[src/rtl/meas_pkg.sv]
package meas_pkg;

   // channel select values placed in command bit 1
   localparam logic CH_CURRENT = 1'b0;
   localparam logic CH_VOLTAGE = 1'b1;

   typedef enum logic [1:0] {
      ENG_IDLE  = 2'd0,
      ENG_SHIFT = 2'd1,
      ENG_FIN   = 2'd2
   } eng_state_t;

   typedef enum logic [1:0] {
      SEQ_IDLE = 2'd0,
      SEQ_CUR  = 2'd1,
      SEQ_VOLT = 2'd2
   } seq_state_t;

endpackage

[src/rtl/spi_frame_engine.sv]
module spi_frame_engine
   import meas_pkg::*;
#(
   parameter int CMD_W    = 4,
   parameter int GAP_W    = 1,
   parameter int DATA_W   = 12,
   parameter int DIV_HALF = 4
) (
   input  logic              clk,
   input  logic              rst_n,
   input  logic              go,
   input  logic [CMD_W-1:0]  cmd,
   output logic              busy,
   output logic              done,
   output logic [DATA_W-1:0] rx_code,
   output logic              sclk,
   output logic              cs_n,
   output logic              mosi,
   input  logic              miso
);

   localparam int FRAME_LEN = CMD_W + GAP_W + DATA_W;
   localparam int CNT_W     = $clog2(FRAME_LEN + 1);
   localparam int DIV_W     = (DIV_HALF > 1) ? $clog2(DIV_HALF) : 1;

   if (DIV_HALF < 1) begin : g_bad_div
      $error("spi_frame_engine: DIV_HALF must be at least 1");
   end
   if (DATA_W < 2) begin : g_bad_data
      $error("spi_frame_engine: DATA_W must be at least 2");
   end

   eng_state_t        state;
   logic [DIV_W-1:0]  div_cnt;
   logic [CNT_W-1:0]  bit_cnt;
   logic [CMD_W-1:0]  tx_sh;
   logic [DATA_W-1:0] rx_sh;
   logic              half_tick;

   assign half_tick = (div_cnt == DIV_W'(DIV_HALF - 1));
   assign busy      = (state != ENG_IDLE);
   assign rx_code   = rx_sh;

   always_ff @(posedge clk or negedge rst_n) begin
      if (!rst_n) begin
         state   <= ENG_IDLE;
         div_cnt <= '0;
         bit_cnt <= '0;
         tx_sh   <= '0;
         rx_sh   <= '0;
         sclk    <= 1'b0;
         cs_n    <= 1'b1;
         mosi    <= 1'b0;
         done    <= 1'b0;
      end else begin
         done <= 1'b0;
         case (state)
            ENG_IDLE: begin
               if (go) begin
                  cs_n    <= 1'b0;
                  mosi    <= cmd[CMD_W-1];
                  tx_sh   <= cmd << 1;
                  div_cnt <= '0;
                  bit_cnt <= '0;
                  state   <= ENG_SHIFT;
               end
            end
            ENG_SHIFT: begin
               if (half_tick) begin
                  div_cnt <= '0;
                  if (!sclk) begin
                     sclk    <= 1'b1;
                     rx_sh   <= {rx_sh[DATA_W-2:0], miso};
                     bit_cnt <= bit_cnt + 1'b1;
                  end else begin
                     sclk <= 1'b0;
                     if (bit_cnt == CNT_W'(FRAME_LEN)) begin
                        state <= ENG_FIN;
                     end else begin
                        mosi  <= tx_sh[CMD_W-1];
                        tx_sh <= tx_sh << 1;
                     end
                  end
               end else begin
                  div_cnt <= div_cnt + 1'b1;
               end
            end
            ENG_FIN: begin
               cs_n  <= 1'b1;
               mosi  <= 1'b0;
               done  <= 1'b1;
               state <= ENG_IDLE;
            end
            default: state <= ENG_IDLE;
         endcase
      end
   end

   AST_SCLK_QUIET_DESELECTED: assert property (@(posedge clk) disable iff (!rst_n)
      cs_n |-> !sclk);
   AST_DONE_DESELECTED: assert property (@(posedge clk) disable iff (!rst_n)
      done |-> cs_n);
   AST_MOSI_STABLE_HIGH: assert property (@(posedge clk) disable iff (!rst_n)
      (!cs_n && sclk) |-> $stable(mosi));
   AST_GO_ONLY_IDLE: assert property (@(posedge clk) disable iff (!rst_n)
      go |-> (state == ENG_IDLE));

endmodule

[src/rtl/meas_sequencer.sv]
module meas_sequencer
   import meas_pkg::*;
#(
   parameter int CMD_W  = 4,
   parameter int DATA_W = 12
) (
   input  logic              clk,
   input  logic              rst_n,
   input  logic              start,
   input  logic              eng_done,
   input  logic [DATA_W-1:0] eng_rx,
   output logic              eng_go,
   output logic [CMD_W-1:0]  eng_cmd,
   output logic [DATA_W-1:0] cur_code,
   output logic [DATA_W-1:0] volt_code,
   output logic              pair_rdy
);

   // start, single-ended, channel, MSB-first flag; leading zeros if wider
   localparam logic [CMD_W-1:0] CMD_BASE = CMD_W'(4'b1101);

   if (CMD_W < 4) begin : g_bad_cmd
      $error("meas_sequencer: CMD_W must be at least 4");
   end

   seq_state_t state;

   function automatic logic [CMD_W-1:0] cmd_for(input logic ch);
      return CMD_BASE | (CMD_W'(ch) << 1);
   endfunction

   always_ff @(posedge clk or negedge rst_n) begin
      if (!rst_n) begin
         state     <= SEQ_IDLE;
         eng_go    <= 1'b0;
         eng_cmd   <= '0;
         cur_code  <= '0;
         volt_code <= '0;
         pair_rdy  <= 1'b0;
      end else begin
         eng_go   <= 1'b0;
         pair_rdy <= 1'b0;
         case (state)
            SEQ_IDLE: begin
               if (start) begin
                  eng_go  <= 1'b1;
                  eng_cmd <= cmd_for(CH_CURRENT);
                  state   <= SEQ_CUR;
               end
            end
            SEQ_CUR: begin
               if (eng_done) begin
                  cur_code <= eng_rx;
                  eng_go   <= 1'b1;
                  eng_cmd  <= cmd_for(CH_VOLTAGE);
                  state    <= SEQ_VOLT;
               end
            end
            SEQ_VOLT: begin
               if (eng_done) begin
                  volt_code <= eng_rx;
                  pair_rdy  <= 1'b1;
                  state     <= SEQ_IDLE;
               end
            end
            default: state <= SEQ_IDLE;
         endcase
      end
   end

   AST_VOLT_FOLLOWS_CUR: assert property (@(posedge clk) disable iff (!rst_n)
      (eng_go && eng_cmd[1]) |-> $past(eng_done));

endmodule

[src/rtl/current_scaler.sv]
module current_scaler #(
   parameter int DATA_W      = 12,
   parameter int OUT_W       = 16,
   parameter int SCALE_NUM   = 125,
   parameter int SCALE_SHIFT = 6,
   parameter int LIMIT       = 4000,
   parameter bit ROUND_EN    = 1'b1
) (
   input  logic [DATA_W-1:0]        code,
   output logic signed [OUT_W-1:0]  amps
);

   localparam int MID    = 1 << (DATA_W - 1);
   localparam int PROD_W = DATA_W + 2 + $clog2(SCALE_NUM + 1);

   if (OUT_W > PROD_W || OUT_W < 2) begin : g_bad_out
      $error("current_scaler: OUT_W out of range");
   end
   if (SCALE_SHIFT < 1) begin : g_bad_shift
      $error("current_scaler: SCALE_SHIFT must be at least 1");
   end

   logic signed [PROD_W-1:0] diff_s;
   logic signed [PROD_W-1:0] prod_s;
   logic signed [PROD_W-1:0] adj_s;
   logic signed [PROD_W-1:0] sh_s;

   assign diff_s = $signed({{(PROD_W-DATA_W){1'b0}}, code}) - $signed(PROD_W'(MID));
   assign prod_s = diff_s * $signed(PROD_W'(SCALE_NUM));

   if (ROUND_EN) begin : g_round
      assign adj_s = prod_s + $signed(PROD_W'(1 << (SCALE_SHIFT - 1)));
   end else begin : g_trunc
      assign adj_s = prod_s;
   end

   assign sh_s = adj_s >>> SCALE_SHIFT;

   always_comb begin
      if (sh_s > $signed(PROD_W'(LIMIT)))
         amps = OUT_W'(LIMIT);
      else if (sh_s < -$signed(PROD_W'(LIMIT)))
         amps = -$signed(OUT_W'(LIMIT));
      else
         amps = sh_s[OUT_W-1:0];
   end

endmodule

[src/rtl/chg_meas_scaler.sv]
module chg_meas_scaler
   import meas_pkg::*;
#(
   parameter int DATA_W      = 12,
   parameter int CMD_W       = 4,
   parameter int GAP_W       = 1,
   parameter int DIV_HALF    = 4,
   parameter int OUT_W       = 16,
   parameter int SCALE_NUM   = 125,
   parameter int SCALE_SHIFT = 6,
   parameter int LIMIT       = 4000,
   parameter bit ROUND_EN    = 1'b1
) (
   input  logic                     clk,
   input  logic                     rst_n,
   input  logic                     sample_start,
   output logic                     spi_sclk,
   output logic                     spi_cs_n,
   output logic                     spi_mosi,
   input  logic                     spi_miso,
   output logic                     meas_valid,
   output logic signed [OUT_W-1:0]  meas_current,
   output logic [DATA_W-1:0]        meas_volt_code
);

   logic              eng_go, eng_done, eng_busy;
   logic [CMD_W-1:0]  eng_cmd;
   logic [DATA_W-1:0] eng_rx, cur_code, volt_code;
   logic              pair_rdy;
   logic signed [OUT_W-1:0] scaled;

   meas_sequencer #(.CMD_W(CMD_W), .DATA_W(DATA_W)) u_seq (
      .clk(clk), .rst_n(rst_n), .start(sample_start),
      .eng_done(eng_done), .eng_rx(eng_rx),
      .eng_go(eng_go), .eng_cmd(eng_cmd),
      .cur_code(cur_code), .volt_code(volt_code), .pair_rdy(pair_rdy)
   );

   spi_frame_engine #(.CMD_W(CMD_W), .GAP_W(GAP_W), .DATA_W(DATA_W),
                      .DIV_HALF(DIV_HALF)) u_eng (
      .clk(clk), .rst_n(rst_n), .go(eng_go), .cmd(eng_cmd),
      .busy(eng_busy), .done(eng_done), .rx_code(eng_rx),
      .sclk(spi_sclk), .cs_n(spi_cs_n), .mosi(spi_mosi), .miso(spi_miso)
   );

   current_scaler #(.DATA_W(DATA_W), .OUT_W(OUT_W), .SCALE_NUM(SCALE_NUM),
                    .SCALE_SHIFT(SCALE_SHIFT), .LIMIT(LIMIT),
                    .ROUND_EN(ROUND_EN)) u_scale (
      .code(cur_code), .amps(scaled)
   );

   always_ff @(posedge clk or negedge rst_n) begin
      if (!rst_n) begin
         meas_valid     <= 1'b0;
         meas_current   <= '0;
         meas_volt_code <= '0;
      end else begin
         meas_valid <= pair_rdy;
         if (pair_rdy) begin
            meas_current   <= scaled;
            meas_volt_code <= volt_code;
         end
      end
   end

   AST_VALID_SINGLE: assert property (@(posedge clk) disable iff (!rst_n)
      meas_valid |=> !meas_valid);
   AST_RESULT_HELD: assert property (@(posedge clk) disable iff (!rst_n)
      meas_valid |=> $stable(meas_volt_code));
   AST_CURRENT_WINDOW: assert property (@(posedge clk) disable iff (!rst_n)
      meas_valid |-> (meas_current <= $signed(OUT_W'(LIMIT)) &&
                      meas_current >= -$signed(OUT_W'(LIMIT))));
   AST_NO_FRAME_WHILE_SEQ_IDLE: assert property (@(posedge clk) disable iff (!rst_n)
      pair_rdy |-> !eng_busy);

endmodule

[config.mk]
export PLATFORM = sky130hd
export DESIGN_NAME = chg_meas_scaler
export DESIGN_NICKNAME = d
export VERILOG_FILES = /design/src/rtl/meas_pkg.sv /design/src/rtl/spi_frame_engine.sv /design/src/rtl/meas_sequencer.sv /design/src/rtl/current_scaler.sv /design/src/rtl/chg_meas_scaler.sv
export SDC_FILE = /design/constraint.sdc
export NUM_CORES = 1
export LEC_CHECK = 0
export ABC_AREA = 1
export BUFFER_PORTS_ARGS = -buffer_cell sky130_fd_sc_hd__buf_2
export CAP_MARGIN = 20
export CORE_UTILIZATION = 62
export DETAILED_ROUTE_END_ITERATION = 16
export GPL_TIMING_DRIVEN = 0
export PLACE_DENSITY = 0.87
export SLEW_MARGIN = 10
export SYNTH_ARGS = -nofsm -noshare
export SYNTH_HDL_FRONTEND = slang
export SYNTH_SLANG_ARGS = --single-unit
[constraint.sdc]
create_clock -name clk -period 5.7 [get_ports clk]
set_input_delay 0.57 -clock clk [delete_from_list [all_inputs] [get_ports clk]]
set_output_delay 0.57 -clock clk [all_outputs]
set_load 0.02 [all_outputs]
; After elaboration in Yosys (flattened, before gate mapping)
; Index checks and enable logic that the tools add are counted.
; W data, S select, Z words.
[totals]
regBits = 90
inputBits = 4
out_inout_bits = 32
wordCells = 98
[op_classes]
add_sub_neg = 4
n_mul = 1
n_lt_le_gt_ge = 2
eq_ne = 15
n_mux = 39
n_bitwise = 1
reduce_logical = 18
[op_table]
columns = operator, count
row1 = $mux W16, 2
row2 = $mux W4, 6
row3 = $add A21 B7 Y21 const B, 1
row4 = $mul A21 B8 Y21 const B, 1
row5 = $mux W2, 9
row6 = $pmux W4 S2, 2
row7 = $gt A15 B13 Y1 const B, 1
row8 = $lt A15 B13 Y1 const B, 1
row9 = $mux W5, 3
row10 = $sub A12 B12 Y13 const B, 1
row11 = $mux W1, 10
row12 = $ne A2 B1 Y1 const B, 5
row13 = $pmux W5 S2, 1
row14 = $reduce_and A2 Y1, 5
row15 = $reduce_and A5 Y1, 2
row16 = $reduce_and A3 Y1, 3
row17 = $ne A2 B2 Y1 const B, 4
row18 = $pmux W2 S2, 2
row19 = $reduce_and A4 Y1, 2
row20 = $eq A2 B2 Y1 const B, 3
row21 = $pmux W2 S3, 1
row22 = $reduce_bool A2 Y1, 3
row23 = $add A5 B1 Y5 const B, 1
row24 = $eq A5 B5 Y1 const B, 1
row25 = 7 further kinds, 10

; Depth between registers and ports, before layout
[logic_depth]
ltp_word = 6
ltp_mapped = 27
ltp_nobuf = 27

; Modules after synthesis
; A second synthesis with hierarchy kept.
[unflattened]
cells_unflattened = 866
area_unflattened_um2 = 6819.0
[modules_own_cells]
columns = mod, n_inst, cells_per_inst, area_each_um2, seq_area_each_um2
row1 = current_scaler, 1, 450, 3005.4, 0.0
row2 = spi_frame_engine, 1, 166, 1420.1, 701.9
row3 = meas_sequencer, 1, 131, 1292.5, 750.7
row4 = chg_meas_scaler, 1, 119, 1101.1, 725.7

; Worst setup path before layout
; Ideal clock, no wire load.
[synth_timing]
path_type = register to register
startpoint = register u_seq.cur_code[11]
endpoint = register meas_current[0]
setup_ns = 0.117
arrival_time_ns = 4.405
required_time_ns = 5.583
path_slack_ns = 1.177
path_stages_with_launch = 24
path_buffers = 1
synth_period_minus_slack_ns = 4.523
cell_sequence = dfrtp_1 inv_1 ha_1 xnor2_1 fa_1 inv_1 fa_1 inv_1 fa_1 inv_1 ha_1 nand2_1 inv_2 a21oi_1 nand3_2 nand2_1 nand2_1 nor3_1 nand3_1 nand2_1 nand3_2 buf_6 nand3_1 nand2_1
[synth_between]
elab_chain_len = 6
word_cells_on_any_way = 7
cone_classes = add/sub (2) / mul (1) / order compare (2) / mux (2)
[synth_rtl]
columns = item, line_no
row1 = from (decl), meas_sequencer.sv:14  ; output logic [DATA_W-1:0] cur_code,
row2 = from (signal assigned), meas_sequencer.sv:53  ; cur_code <= eng_rx;
row3 = $sub A12 B12 Y13 *, current_scaler.sv:28  ; assign diff_s = $signed({{(PROD_W-DATA_W){1'b0}}, code}) - $signed(PROD_W'(MID));
row4 = $mul A21 B8 Y21 *, current_scaler.sv:29  ; assign prod_s = diff_s * $signed(PROD_W'(SCALE_NUM));
row5 = $add A21 B7 Y21 *, current_scaler.sv:32  ; assign adj_s = prod_s + $signed(PROD_W'(1 << (SCALE_SHIFT - 1)));
row6 = $lt A15 B13 Y1, current_scaler.sv:42  ; else if (sh_s < -$signed(PROD_W'(LIMIT)))
row7 = $mux W16, current_scaler.sv:42
row8 = $mux W16 *, current_scaler.sv:40  ; if (sh_s > $signed(PROD_W'(LIMIT)))
row9 = to (signal assigned), chg_meas_scaler.sv:60  ; meas_current <= scaled;
row10 = to (decl), chg_meas_scaler.sv:22  ; output logic signed [OUT_W-1:0] meas_current,
; Mark *: on every way between the ends. The rest lies on a longest branch, timed or not.
; A chain may end at the register's enable or synchronous reset.

; Worst setup path after layout
[layout_timing]
startpoint = register u_seq.cur_code[11]
endpoint = register meas_current[2]
; Same word-level chain as after synthesis.

==> insert_results.sql <==
INSERT INTO impl_metrics (metric_group, metric, value, unit) VALUES
('cells_and_area', 'layout.nets', '921', ''),
('cells_and_area', 'areaGrowthSynthToFinish', '8.755', '%'),
('sta', 'worst_setup_slack_final', '0.6353', 'ns'),
('worst_setup_path', 'critical_path.most_common_cell', 'sky130_fd_sc_hd__nand2_1', ''),
('clocking', 'cts_root_buffer', 'sky130_fd_sc_hd__clkbuf_8', ''),
('worst_hold_path', 'hold_path.class', 'input port to asynchronous set/reset pin', ''),
('floorplan', 'io_pins', '36', ''),
('synthesis', 'syn_avg_cell_area', '8.148', 'um^2'),
('worst_setup_path', 'slowest_stage', 'sky130_fd_sc_hd__fa_1', ''),
('worst_setup_path', 'source_of_the_worst_register_to_register_timing_path', 'u_seq.cur_code[11]', ''),
('sta', 'timing.fmax', '197.4', 'MHz'),
('clocking', 'cts_tree', 'built', ''),
('global_route', 'grt_max_degree', '59', ''),
('synthesis', 'synth.yosys.warnings', '0', ''),
('routing', 'met1Wirelength', '5454', 'um'),
('worst_setup_path', 'arrival', '5.36', 'ns'),
('synthesis', 'number_of_unique_standard_cell_types_used_by_synthesis', '42', ''),
('power', 'static-leakage-power', '3.937', 'nW'),
('worst_setup_path', 'critical_path.endpoint_type', 'flip-flop', ''),
('synthesis', 'ys_seq_elements', '86', ''),
('routing', 'wl_per_cell', '13.35', 'um'),
('worst_setup_path', 'required', '5.99', 'ns'),
('sta', 'final.min_clock_period', '5.065', 'ns'),
('sta', 'clock-skew-final', '0.01480', 'ns'),
('worst_setup_path', 'timing_worst_setup_path_type', 'flip-flop to flip-flop', ''),
('sta', 'finalCritPeriodShare', '0.8885', ''),
('worst_setup_path', 'crit_chain', 'inv_1, ha_1, xnor2_1, fa_1, inv_1, fa_1, inv_1, fa_1, inv_1, ha_1, nand2_1, inv_2, a21oi_1, nand3_2, nand2_1, nand2_1, nand2_1, nand2_2, a21oi_1, nand2_1, a21oi_2, buf_6, nand3_2, nand2_1', ''),
('place', 'dpl_hpwl', '10280', 'um'),
('clocking', 'path_clk_slew', '0.09', 'ns'),
('clocking', 'worstSkewPairLatency', '0.36', 'ns'),
('synthesis', 'syn_area', '6331', 'um^2'),
('sta', 'maxSlewViolCount', '0', ''),
('routing', 'drt_pre_antenna_iters', '5', ''),
('worst_setup_path', 'critical_path.max_stage_delay', '0.53', 'ns'),
('worst_setup_path', 'critical_path.reg2reg.endpoint', 'meas_current[2]', ''),
('routing', 'wl_met3', '525', 'um'),
('routing', 'postRouteWirelength', '12850', 'um'),
('power', 'power_per_cell_area', '149.8', 'nW/um^2'),
('routing', 'route.vias.total', '5016', ''),
('synthesis', 'most_used_standard_cell_by_instance_count_after_synthesis', 'sky130_fd_sc_hd__nand2_1', ''),
('global_route', 'vias_in_the_first_global_route', '4754', ''),
('synthesis', 'netlist_top_cells_area', 'sky130_fd_sc_hd__dfrtp_1 (34%), sky130_fd_sc_hd__fa_1 (13%), sky130_fd_sc_hd__nand2_1 (11%)', ''),
('place', 'globalplace.congestion', '0.8802', ''),
('global_route', 'global_route.overflow_total', '0', ''),
('synthesis', 'ys_async_sr_fraction', '1.000', ''),
('cells_and_area', 'n_antenna_cell', '0', ''),
('synthesis', 'dominantRegCellSynth', 'sky130_fd_sc_hd__dfrtp_1', ''),
('global_route', 'antenna_violations_before_repair', '0', ''),
('routing', 'top_layer_used', 'met4', ''),
('floorplan', 'die-area', '10620', 'um^2'),
('floorplan', 'core.rowCount', '36', ''),
('place', 'dp_slack', '0.6648', 'ns'),
('floorplan', 'dieWidth', '103.1', 'um'),
('clocking', 'post-cts-setup-buffers', '0', ''),
('worst_setup_path', 'worstPathMaxFanout', '15', ''),
('routing', 'met2RoutedLength', '6628', 'um'),
('routing', 'post-route-drc-count', '0', ''),
('floorplan', 'fp.coreArea', '9819', 'um^2'),
('synthesis', 'post_synth_inst_count', '777', ''),
('clocking', 'clock_tree.buffer_depth', '2', ''),
('routing', 'viasPerCell', '5.214', ''),
('sta', 'relSlewSlack', '0.6043', ''),
('sta', 'report.final.hold_viol_count', '0', ''),
('floorplan', 'initial_utilization', '0.6448', ''),
('sta', 'setup_viol', '0', ''),
('routing', 'detailedRoute.firstIterationViolations', '274', ''),
('floorplan', 'die_h', '103.1', 'um'),
('status', 'outcome', 'finished clean', ''),
('clocking', 'cts-hold-fix-buffers', '0', ''),
('clocking', 'cts_sinks', '86', ''),
('clocking', 'cts_resized', '0', '');
## critical path: cells and delay by family (launching register included)
| family | cells | cell delay, ns |
|---|---|---|
| xor+xnor | 1 | 0.16 |
| fa+ha+maj | 5 | 2.26 |
| compound gates | 3 | 0.51 |
| simple gates | 9 | 0.77 |
| flops | 1 | 0.45 |
| buf+inv | 6 | 0.82 |
## per-layer routing
metal,global-route usage,vias to the layer above
met5,0,-
met4,0.08234,0
met2,0.4610,116
met3,0.04271,21
met1,0.3285,2421
li1,-,2458
## area by class of cell
cell class | instances | area [um^2]
Tap cell | 133 | 166.4
Multi-Input combinational cell | 494 | 3418
Buffer | 14 | 72.57
Inverter | 183 | 686.9
Sequential cell | 86 | 2153
Fill cell | 743 | 2934
Timing Repair Buffer | 36 | 205.2
Clock inverter | 5 | 41.29
Clock buffer | 11 | 141.4
## registers in the layout, indices dropped and copies added, names as in the netlist
name             cells
meas_current        15
u_eng.cs_n           1
meas_valid           1
u_eng.bit_cnt        5
u_seq.state          2
u_eng.done           1
u_eng.rx_code       12
u_seq.pair_rdy       1
u_eng.state          2
u_seq.volt_code     12
u_seq.cur_code      12
u_seq.eng_cmd        2
u_seq.eng_go         1
u_eng.tx_sh          3
u_eng.sclk           1
u_eng.div_cnt        2
u_eng.mosi           1
meas_volt_code      12
## per-stage QoR
step / power (mW) / hold WS [ns] / util / instances / instance area [um^2]
2_1_floorplan: 0.6270 / 0.2744 / - / 777 / 6331
3_3_place_gp: 0.6407 / 0.4023 / 0.6795 / 945 / 6673
3_5_place_dp: 0.6443 / 0.4125 / 0.6826 / 946 / 6703
4_1_cts: 1.035 / 0.1326 / 0.7012 / 962 / 6885
5_1_grt: 1.068 / 0.1393 / 0.7012 / 962 / 6885
6_report: 1.032 / 0.1310 / 0.7012 / 962 / 6885
## where the power goes
group	internal (mW)	switching, mW	total [mW]
Clock	0.174	0.226	0.400
Sequential	0.612	0.00190	0.614
Combinational	0.00371	0.0143	0.0180
Total	0.790	0.242	1.03
## worst max-delay path by stage
stage	start	endpoint	slack [ns]
after floorplan	u_seq.cur_code[11]	meas_current[0]	1.18
after global placement	u_seq.cur_code[11]	meas_current[1]	0.76
after detailed placement	u_seq.cur_code[11]	meas_current[2]	0.66
after CTS	u_seq.cur_code[11]	meas_current[2]	0.62
after global routing	u_seq.cur_code[11]	meas_current[2]	0.28
final	u_seq.cur_code[11]	meas_current[2]	0.64
## placed cells by master (no fill, tap or decap), drive strengths merged, types with 2 or more instances in the layout
master	netlist	routed
nand3b	7	7
inv	183	185
nand4	5	5
ha	53	53
nor3	8	8
o21ai	47	47
clkinvlp	0	2
clkbuf	10	21
nand3	32	32
dfrtp	85	85
fa	40	40
a31oi	2	2
o31ai	2	2
xor2	4	4
o21a	2	2
nor2	35	35
o21bai	2	2
xnor2	3	3
buf	4	40
nand2	216	216
a21oi	27	27
## kinds of logic (layout without fill, tap and decap cells)
kind of cell               Yosys count  after routing  share of synthesized area
xor gates and xnor gates             7              7                   0.009684
and+or+nand+nor                    307            307                     0.2202
DFF                                 86             86                     0.3401
AOI/OAI and AO/OA                   87             87                    0.07886
buffers and inverters              197            249                     0.1200
adders and majority gates           93             93                     0.2312
(Power assumes the default switching activity.)
